===== src/rtl/ser_cfg_pkg.sv =====
`timescale 1ns/1ps
package ser_cfg_pkg;
  localparam int RO_TOP = 6;      // highest read-only address
  localparam int EN_REG = 'h6C;   // readback control register
  localparam int EN_BIT = 6;
  localparam logic [6:0] DEV_BASE = 7'h44;  // 0x88 >> 1

  typedef enum logic [2:0] {
    ST_IDLE, ST_ADDR, ST_AACK, ST_WDATA, ST_WACK, ST_RDATA, ST_RACK
  } ser_st_e;
endpackage


===== src/rtl/ser_sync_edge.sv =====
`timescale 1ns/1ps
module ser_sync_edge #(
  parameter int STAGES = 2
) (
  input  logic clk_i,
  input  logic rst_ni,
  input  logic scl_i,
  input  logic sda_i,
  output logic scl_o,
  output logic sda_o,
  output logic rise_o,
  output logic fall_o,
  output logic start_o,
  output logic stop_o
);
  logic [STAGES-1:0] sync_q [2];
  logic [1:0] last_q;
  logic [1:0] raw;

  assign raw = {scl_i, sda_i};

  for (genvar g = 0; g < 2; g++) begin : g_line
    always_ff @(posedge clk_i or negedge rst_ni)
      if (!rst_ni) sync_q[g] <= '1;
      else         sync_q[g] <= {sync_q[g][STAGES-2:0], raw[g]};
  end

  always_ff @(posedge clk_i or negedge rst_ni)
    if (!rst_ni) last_q <= 2'b11;
    else         last_q <= {scl_o, sda_o};

  assign sda_o   = sync_q[0][STAGES-1];
  assign scl_o   = sync_q[1][STAGES-1];
  assign rise_o  = scl_o & ~last_q[1];
  assign fall_o  = ~scl_o & last_q[1];
  assign start_o = scl_o & last_q[1] & last_q[0] & ~sda_o;
  assign stop_o  = scl_o & last_q[1] & ~last_q[0] & sda_o;

  AST_START_CLK_HIGH: assert property (@(posedge clk_i) disable iff (!rst_ni)
    start_o |-> (scl_o && $past(scl_o) && $fell(sda_o)));
endmodule


===== src/rtl/ser_reg_bank.sv =====
`timescale 1ns/1ps
module ser_reg_bank
  import ser_cfg_pkg::*;
#(
  parameter int NUM_REGS = 128,
  localparam int AW = $clog2(NUM_REGS),
  localparam int RW = $clog2(RO_TOP + 1)
) (
  input  logic                clk_i,
  input  logic                rst_ni,
  input  logic                we_i,
  input  logic [AW-1:0]       waddr_i,
  input  logic [7:0]          wdata_i,
  input  logic [AW-1:0]       raddr_i,
  output logic [7:0]          rdata_o,
  input  logic [2:0]          part_id_i,
  input  logic [4:0]          rev_id_i,
  input  logic [8*RO_TOP-1:0] stat_i,
  output logic                rd_en_o
);
  logic [7:0] mem_q [NUM_REGS];
  logic [7:0] ro_b  [RO_TOP+1];

  assign ro_b[0] = {part_id_i, rev_id_i};
  for (genvar g = 1; g <= RO_TOP; g++) begin : g_ro
    assign ro_b[g] = stat_i[8*g-1 -: 8];
  end

  always_ff @(posedge clk_i or negedge rst_ni)
    if (!rst_ni) begin
      for (int i = 0; i < NUM_REGS; i++) mem_q[i] <= '0;
    end else if (we_i && (int'(waddr_i) > RO_TOP)) begin
      mem_q[waddr_i] <= wdata_i;
    end

  always_comb begin
    if (int'(raddr_i) <= RO_TOP) rdata_o = ro_b[raddr_i[RW-1:0]];
    else                         rdata_o = mem_q[raddr_i];
  end

  assign rd_en_o = mem_q[EN_REG][EN_BIT];
endmodule


===== src/rtl/ser_cfg_slave.sv =====
`timescale 1ns/1ps
module ser_cfg_slave
  import ser_cfg_pkg::*;
#(
  parameter int NUM_REGS = 128,
  localparam int AW = $clog2(NUM_REGS)
) (
  input  logic                clk_i,
  input  logic                rst_ni,
  input  logic                scl_i,
  input  logic                sda_i,
  input  logic                addr_sel_i,
  input  logic [2:0]          part_id_i,
  input  logic [4:0]          rev_id_i,
  input  logic [8*RO_TOP-1:0] stat_i,
  output logic                sda_oe_n_o
);
  logic scl, sda, rise, fall, start, stop;
  logic rd_en;
  logic [7:0] rdata;

  ser_st_e      st_q;
  logic [3:0]   cnt_q;
  logic [7:0]   sh_q, tx_q, wd_q;
  logic [AW-1:0] ptr_q, wa_q;
  logic         drv_q, rnw_q, first_q, mack_q, we_q;
  logic [6:0]   dev;

  assign dev = DEV_BASE | {6'd0, addr_sel_i};

  ser_sync_edge #(.STAGES(2)) u_sync (
    .clk_i, .rst_ni, .scl_i, .sda_i,
    .scl_o(scl), .sda_o(sda), .rise_o(rise), .fall_o(fall),
    .start_o(start), .stop_o(stop)
  );

  ser_reg_bank #(.NUM_REGS(NUM_REGS)) u_bank (
    .clk_i, .rst_ni,
    .we_i(we_q), .waddr_i(wa_q), .wdata_i(wd_q),
    .raddr_i(ptr_q), .rdata_o(rdata),
    .part_id_i, .rev_id_i, .stat_i,
    .rd_en_o(rd_en)
  );

  always_ff @(posedge clk_i or negedge rst_ni)
    if (!rst_ni) begin
      st_q <= ST_IDLE; cnt_q <= '0; sh_q <= '0; tx_q <= '0;
      ptr_q <= '0; wa_q <= '0; wd_q <= '0;
      drv_q <= 1'b0; rnw_q <= 1'b0; first_q <= 1'b0; mack_q <= 1'b0; we_q <= 1'b0;
    end else begin
      we_q <= 1'b0;
      if (start) begin
        st_q <= ST_ADDR; cnt_q <= '0; drv_q <= 1'b0;
      end else if (stop) begin
        st_q <= ST_IDLE; cnt_q <= '0; drv_q <= 1'b0;
      end else begin
        unique case (st_q)
          ST_ADDR, ST_WDATA: begin
            if (rise) begin
              sh_q  <= {sh_q[6:0], sda};
              cnt_q <= cnt_q + 4'd1;
            end else if (fall && cnt_q == 4'd8) begin
              if (st_q == ST_ADDR) begin
                if (sh_q[7:1] == dev) begin
                  st_q <= ST_AACK; drv_q <= 1'b1; rnw_q <= sh_q[0];
                end else begin
                  st_q <= ST_IDLE;
                end
              end else begin
                st_q <= ST_WACK; drv_q <= 1'b1; first_q <= 1'b0;
                if (first_q) ptr_q <= sh_q[AW-1:0];
                else begin
                  we_q <= 1'b1; wa_q <= ptr_q; wd_q <= sh_q;
                  ptr_q <= ptr_q + 1'b1;
                end
              end
            end
          end
          ST_AACK: if (fall) begin
            cnt_q <= '0;
            if (rnw_q) begin
              st_q <= ST_RDATA; tx_q <= rdata; drv_q <= rd_en & ~rdata[7];
            end else begin
              st_q <= ST_WDATA; drv_q <= 1'b0; first_q <= 1'b1;
            end
          end
          ST_WACK: if (fall) begin
            st_q <= ST_WDATA; drv_q <= 1'b0; cnt_q <= '0;
          end
          ST_RDATA: begin
            if (rise) cnt_q <= cnt_q + 4'd1;
            else if (fall) begin
              if (cnt_q == 4'd8) begin
                st_q <= ST_RACK; drv_q <= 1'b0; ptr_q <= ptr_q + 1'b1;
              end else begin
                tx_q <= {tx_q[6:0], 1'b0}; drv_q <= rd_en & ~tx_q[6];
              end
            end
          end
          ST_RACK: begin
            if (rise) mack_q <= ~sda;
            else if (fall) begin
              if (mack_q) begin
                st_q <= ST_RDATA; cnt_q <= '0; tx_q <= rdata;
                drv_q <= rd_en & ~rdata[7];
              end else begin
                st_q <= ST_IDLE;
              end
            end
          end
          default: ;
        endcase
      end
    end

  assign sda_oe_n_o = ~drv_q;

  AST_STOP_TO_IDLE: assert property (@(posedge clk_i) disable iff (!rst_ni)
    stop |=> (st_q == ST_IDLE && sda_oe_n_o));
  AST_START_RESYNC: assert property (@(posedge clk_i) disable iff (!rst_ni)
    start |=> (st_q == ST_ADDR && cnt_q == 4'd0));
  AST_CNT_BOUND: assert property (@(posedge clk_i) disable iff (!rst_ni)
    cnt_q <= 4'd8);
  AST_LOCKED_SILENT: assert property (@(posedge clk_i) disable iff (!rst_ni)
    (st_q == ST_RDATA && !rd_en) |-> sda_oe_n_o);
  AST_DRIVE_ON_FALL: assert property (@(posedge clk_i) disable iff (!rst_ni)
    !($past(fall) || $past(start) || $past(stop)) |-> $stable(sda_oe_n_o));
  AST_IDLE_RELEASED: assert property (@(posedge clk_i) disable iff (!rst_ni)
    (st_q == ST_IDLE) |-> sda_oe_n_o);
endmodule


===== config.mk =====
export PLATFORM = sky130hd
export DESIGN_NAME = ser_cfg_slave
export DESIGN_NICKNAME = d
export VERILOG_FILES = /design/src/rtl/ser_cfg_pkg.sv /design/src/rtl/ser_sync_edge.sv /design/src/rtl/ser_reg_bank.sv /design/src/rtl/ser_cfg_slave.sv
export SDC_FILE = /design/constraint.sdc
export NUM_CORES = 2
export LEC_CHECK = 0
export BUFFER_PORTS_ARGS = -buffer_cell sky130_fd_sc_hd__clkbuf_2
export CELL_PAD_IN_SITES_DETAIL_PLACEMENT = 1
export CELL_PAD_IN_SITES_GLOBAL_PLACEMENT = 1
export CORE_MARGIN = 2
export CORE_UTILIZATION = 45
export DETAILED_ROUTE_END_ITERATION = 6
export GPL_ROUTABILITY_DRIVEN = 1
export PLACE_DENSITY_LB_ADDON = 0.2
export SLEW_MARGIN = 10
export SYNTH_ARGS = -nofsm -noshare
export SYNTH_HDL_FRONTEND = slang
export SYNTH_HIERARCHICAL = 1
export SYNTH_SLANG_ARGS = --single-unit

===== constraint.sdc =====
create_clock -name clk_i -period 3.6 [get_ports clk_i]
set_input_delay 0.36 -clock clk_i [delete_from_list [all_inputs] [get_ports clk_i]]
set_output_delay 0.36 -clock clk_i [all_outputs]
set_load 0.05 [all_outputs]

Word-level counts from Yosys, hierarchy flattened --
Index checks and enable logic that the tools add are counted.
Word-level totals: register bits 1079, input port bits 61, output and inout bits 1, word-level logic and storage cells 310
Cells by class: $add $sub $neg 2, $lt $le $gt $ge 6, equal/unequal tests 34, muxes and demuxes 80, bitwise operators 24, reductions and logical operators 21
Operator list (number):
- 1024-bit bitwise mux | 1
- 7-bit two-way mux | 15
- 8-bit binary-select mux with 7-bit select | 1
- 8-bit demux with 7-bit select | 1
- 8-bit two-way mux | 6
- 3-bit two-way mux | 14
- 4-bit != test (second input constant) | 10
- 4-bit two-way mux | 7
- 1-bit two-way mux | 27
- 2-bit != test (second input constant) | 13
- 8-bit binary-select mux with 3-bit select | 1
- 11-bit AND reduction | 2
- 7-bit case mux with 3 select lines | 1
- 8-bit >= comparator (second input constant) | 2
- 7-bit inverter with 8-bit output | 2
- 3-bit case mux with 5 select lines | 1
- 7-bit case mux with 2 select lines | 1
- 7-bit AND reduction | 2
- 1-bit inverter | 12
- 4-bit case mux with 3 select lines | 1
- 10-bit AND reduction | 1
- 1-bit AND | 9
- 3-bit equality test (second input constant) | 3
- 9-bit AND reduction | 1
- other kinds (26) | 33

Logic depth before layout (Yosys ltp) --
word-level depth 13, mapped depth 16, depth with buffers taken out 11

Modules after synthesis --
Netlist, hierarchy kept.
By module, submodules not included:
- ser_reg_bank | instances 1, cells an instance 3078, area each 46982.6 um2, sequential area each 25624.6 um2
- ser_cfg_slave | instances 1, cells an instance 234, area each 2582.5 um2, sequential area each 1226.2 um2
- ser_sync_edge | instances 1, cells an instance 10, area each 190.2 um2, sequential area each 157.7 um2

Worst setup path after synthesis --
No wires, ideal clock.
kind reg2reg, from reg ptr_q[0], to reg tx_q[3], library setup time 0.125 ns, data arrival time 2.592 ns, data required time 3.475 ns, path slack 0.884 ns, stages on the path, launching flop included 11, buffers on the path 3, clock period less this slack 2.716 ns, path through dfrtp_1 buf_4 buf_4 buf_4 mux4_2 a221oi_1 o221ai_1 a21oi_1 a211oi_1 mux2_2 mux2_2
Between the ends: longest elaborated chain between the ends 9, elaborated cells between the ends (all ways) 16, those cells by class 1 x order compare; 13 x mux; 2 x bitwise
Ends and longest elaborated chain:
- start, declared | RTL line ser_cfg_slave.sv:25 | logic [AW-1:0] ptr_q, wa_q;
- start signal, assigned | RTL line ser_cfg_slave.sv:71 | if (first_q) ptr_q <= sh_q[AW-1:0];
- start signal, assigned | RTL line ser_cfg_slave.sv:74 | ptr_q <= ptr_q + 1'b1;
- 7-bit inverter with 8-bit output (implied by the code) / 3-bit inverter with 4-bit output (equally long branches) | RTL line ser_reg_bank.sv:38, ser_reg_bank.sv:37
- 8-bit binary-select mux with 7-bit select / 8-bit binary-select mux with 3-bit select (equally long branches) | RTL line ser_reg_bank.sv:38, ser_reg_bank.sv:37
- 8-bit two-way mux, on equally long branches (2 in a row) | RTL line ser_reg_bank.sv:38, ser_reg_bank.sv:37
- 8-bit two-way mux (*) | RTL line ser_reg_bank.sv:37 | if (int'(raddr_i) <= RO_TOP) rdata_o = ro_b[raddr_i[RW-1:0]];
- named net rdata[3] | RTL line ser_cfg_slave.sv:20 | logic [7:0] rdata;
- 7-bit two-way mux | RTL line ser_cfg_slave.sv:103 | if (mack_q) begin
- 7-bit two-way mux | RTL line ser_cfg_slave.sv:102 | else if (fall) begin
- 7-bit two-way mux | RTL line ser_cfg_slave.sv:101 | if (rise) mack_q <= ~sda;
- 7-bit case mux with 3 select lines (*) | RTL line ser_cfg_slave.sv:57 | unique case (st_q)
- end signal, assigned | RTL line ser_cfg_slave.sv:96 | tx_q <= {tx_q[6:0], 1'b0}; drv_q <= rd_en & ~tx_q[6];
- end, declared | RTL line ser_cfg_slave.sv:24 | logic [7:0] sh_q, tx_q, wd_q;
The timed path passes the listed nets; every way through them passes the cells marked *. The select of a mux whose other input is x is not followed. A chain may end at the register's enable or synchronous reset.

Worst setup path in the final report --
from reg ptr_q[0], to reg tx_q[4]
The elaborated chain is that of the path after synthesis.

==> flow_summary.ini <==
[run_status]
status = completed

[worst_setup_path]
crit_family = compound AO/OA/AOI/OAI gates
crit_arrival_ps = 4050
cp_max_fo = 23
slowest_delay_ps = 470
critical_path.cell_chain = buf_12, buf_12, buf_4, mux2i_1, a21oi_1, a31oi_1, o221ai_1, a21oi_1, a211oi_1, mux2_2, mux2_2
critPathRequiredTime_ps = 4190
setup.worst_path.class = reg -> reg
cp-start-kind = register
cp_slowest_cell = dfrtp_4
critPathCaptureType = register
cp.buffers_inverters = 3

[synthesis]
yosys.cell_count.top_type = dfrtp_1
synth_warnings = 6
muxShareOfSynthArea_pct = 36.3
synth.top_cell.area_share_pct = 54.0
synth.top_cells.by_count = dfrtp_1, mux2_2, mux4_2
synth_xor_area_share_pct = 0.0704
ys_types = 75
synthSimpleGateAreaFrac_pct = 3.43
synth_ff_type = dfrtp_1
yosys_register_bits = 1079
syn_inst = 3322
synth_top_family_by_area = multiplexers
synth-edff-count = 0
synthArstFlopShare_pct = 100
syn_nets = 3386
syn-cell-area_um2 = 49800
avgSynthCellArea_um2 = 15.0
synth_compound_area_share_pct = 2.83
synth_area_leaders = dfrtp_1, mux2_2, mux4_2
yosys.area.top_type = dfrtp_1
synthAdderAreaFrac_pct = 0.0754
synth-seq-area-share_pct = 54.3

[clocking]
clockBufferDepth = 3
clock_latency_ps = 710
post_cts_buffers = 0
numCtsBuffers = 116
clock_sinks = 1079
cts_tree = built
clkTransAtPathRegs_ps = 60
root_buffer = clkbuf_16
htreeDepth = 3

[place]
detailed_place.area_um2 = 52500
dpl.hpwl_um = 94100
gp_routability_congestion = 0.840
dp.cells = 4792
io_buffers = 61

[sta]
worst_pin_slew_ps = 1280
post-route-period-util_pct = 96.2
finalHoldViolCount = 0
setup_tns_ps = 0
setup_viol = 0
max_clock_freq_ghz = 0.289
rsz0062_at_grt = no
finalCriticalPeriod_ps = 3460
slew_viol_final = 0
fin_worst_skew_ps = 37.4
slew_headroom_pct = 14.9
hold_ws_ps = 224

[floorplan]
io_pins = 62
die_w_um = 337
fp.coreArea_um2 = 109000
rows = 121
initial_utilization_pct = 45.5
die_area_um2 = 113000
die_h_um = 337

[drt]
vias_per_cell = 5.94
routedWlPerCell_um = 28.0
routed_wl_um = 140000
drtIter0Drc = 1929
drt.antenna.violating_nets = 0
drc = 0
vias = 29800
dr.pass1.iters = 5

[layout]
drive_above_1_share_pct = 50.5
nets = 3501
layout-area-overhead-vs-synth_pct = 13.7
final_cells = 5009
finalCoreUtilization_pct = 51.7
finish.instance_area_um2 = 56600

[power]
vdd_drop_max_mv = 0.394
power.density_nw_per_um2 = 502
leakage_nw = 26.3

[global_route]
grt_max_degree = 120
grt.overflow.total = 0
grt_pass1_vias = 33500
antenna_found_initial = 1
grt_usage_pct = 25.3
grt_pass1_wl_um = 216000

[job]
cap_violations = 0

[worst_hold_path]
hp-class = in -> async
cell families after synthesis:
logic type,after synthesis
AOI/OAI and AO/OA,212
and+or+nand+nor,337
muxes,1387
DFF,1079
xor gates and xnor gates,4
adders and majority gates,3
buffers and inverters,300
worst register-to-register path, stage by stage (launching register included):
cell and delay [ps]:
dfrtp_4 470, buf_12 220, buf_12 280, buf_4 320
mux2i_1 230, a21oi_1 90, a31oi_1 390, o221ai_1 340
a21oi_1 360, a211oi_1 100, mux2_2 280, mux2_2 270
registers in the layout, indices dropped and copies added, names as in the netlist, 2 cells and up:
| name | cells |
|---|---|
| ptr_q | 7 |
| st_q | 3 |
| wa_q | 7 |
| u_sync/sync_q | 2 |
| sh_q | 8 |
| wd_q | 8 |
| u_sync/last_q | 2 |
| u_bank/mem_q | 1023 |
| tx_q | 7 |
| cnt_q | 4 |
power breakdown:
group / total [mW] / switching, mW / leakage [nW] / internal (mW)
registers: 12.5 / 0.205 / 15.0 / 12.3
clock network: 12.3 / 4.95 / 1.96 / 7.37
logic: 3.60 / 2.08 / 9.35 / 1.52
path summary, 6_finish.rpt:
check	start	slack, ps	to	cells past startpoint
setup / recovery	ptr_q[0]	140	tx_q[4]	11
setup reg to reg	ptr_q[0]	140	tx_q[4]	11
hold / removal	rst_ni	220	u_bank/mem_q[875]	2
max in group asynchronous	rst_ni	2090	u_bank/mem_q[45]	4
min in group clk_i	scl_i	310	u_sync/sync_q[0]	2
hold reg to reg	u_sync/sync_q[0]	330	u_sync/scl_o	0
metrics by stage:
stage,setup WS (ps),power (mW)
2_1_floorplan,884,15.1
3_3_place_gp,232,16.3
3_5_place_dp,90.1,16.3
4_1_cts,62.9,28.8
5_1_grt,2.65,29.5
6_report,136,28.4
per-layer routing:
layer | global-route usage, % | routed length (um)
met1 | 34.2 | 61200
met2 | 42.3 | 68800
met3 | 3.99 | 6820
met4 | 7.49 | 3610
met5 | 0 | 0
repair_timing:
item | CTS | global route
endpoints found under the hold margin | 57 | 0
hold buffers | 3 | 0
resized for setup | 0 | 2
endpoints found under the setup margin | 0 | 2
area by class of cell:
| class | count | area (um2) |
|---|---|---|
| Fill cell | 10300 | 52800 |
| Sequential cell | 1079 | 27100 |
| Multi-Input combinational cell | 1943 | 21300 |
| Clock buffer | 171 | 3440 |
| Timing Repair Buffer | 285 | 2350 |
| Tap cell | 1476 | 1850 |
| Clock inverter | 42 | 529 |
| Inverter | 12 | 45.0 |
| Antenna cell | 1 | 2.50 |
placed cells by master, fill, tap and decap left out, drive strengths merged, types with 9 or more instances in the layout:
cell | netlist | final
dfrtp | 1073 | 1073
mux2 | 1005 | 1005
mux4 | 235 | 235
clkbuf | 193 | 231
buf | 95 | 222
mux2i | 147 | 147
nor2 | 140 | 140
nand2 | 72 | 72
nand3 | 45 | 45
a21oi | 43 | 43
o21ai | 38 | 38
a22oi | 27 | 27
clkinv | 1 | 24
a31oi | 24 | 24
nor2b | 15 | 15
inv | 11 | 15
nand4 | 14 | 14
o22ai | 13 | 13
o211ai | 12 | 12
a221oi | 12 | 12
bufinv | 0 | 11
a211oi | 10 | 10
nor3 | 9 | 9
Power figures use the tool's default switching activity.
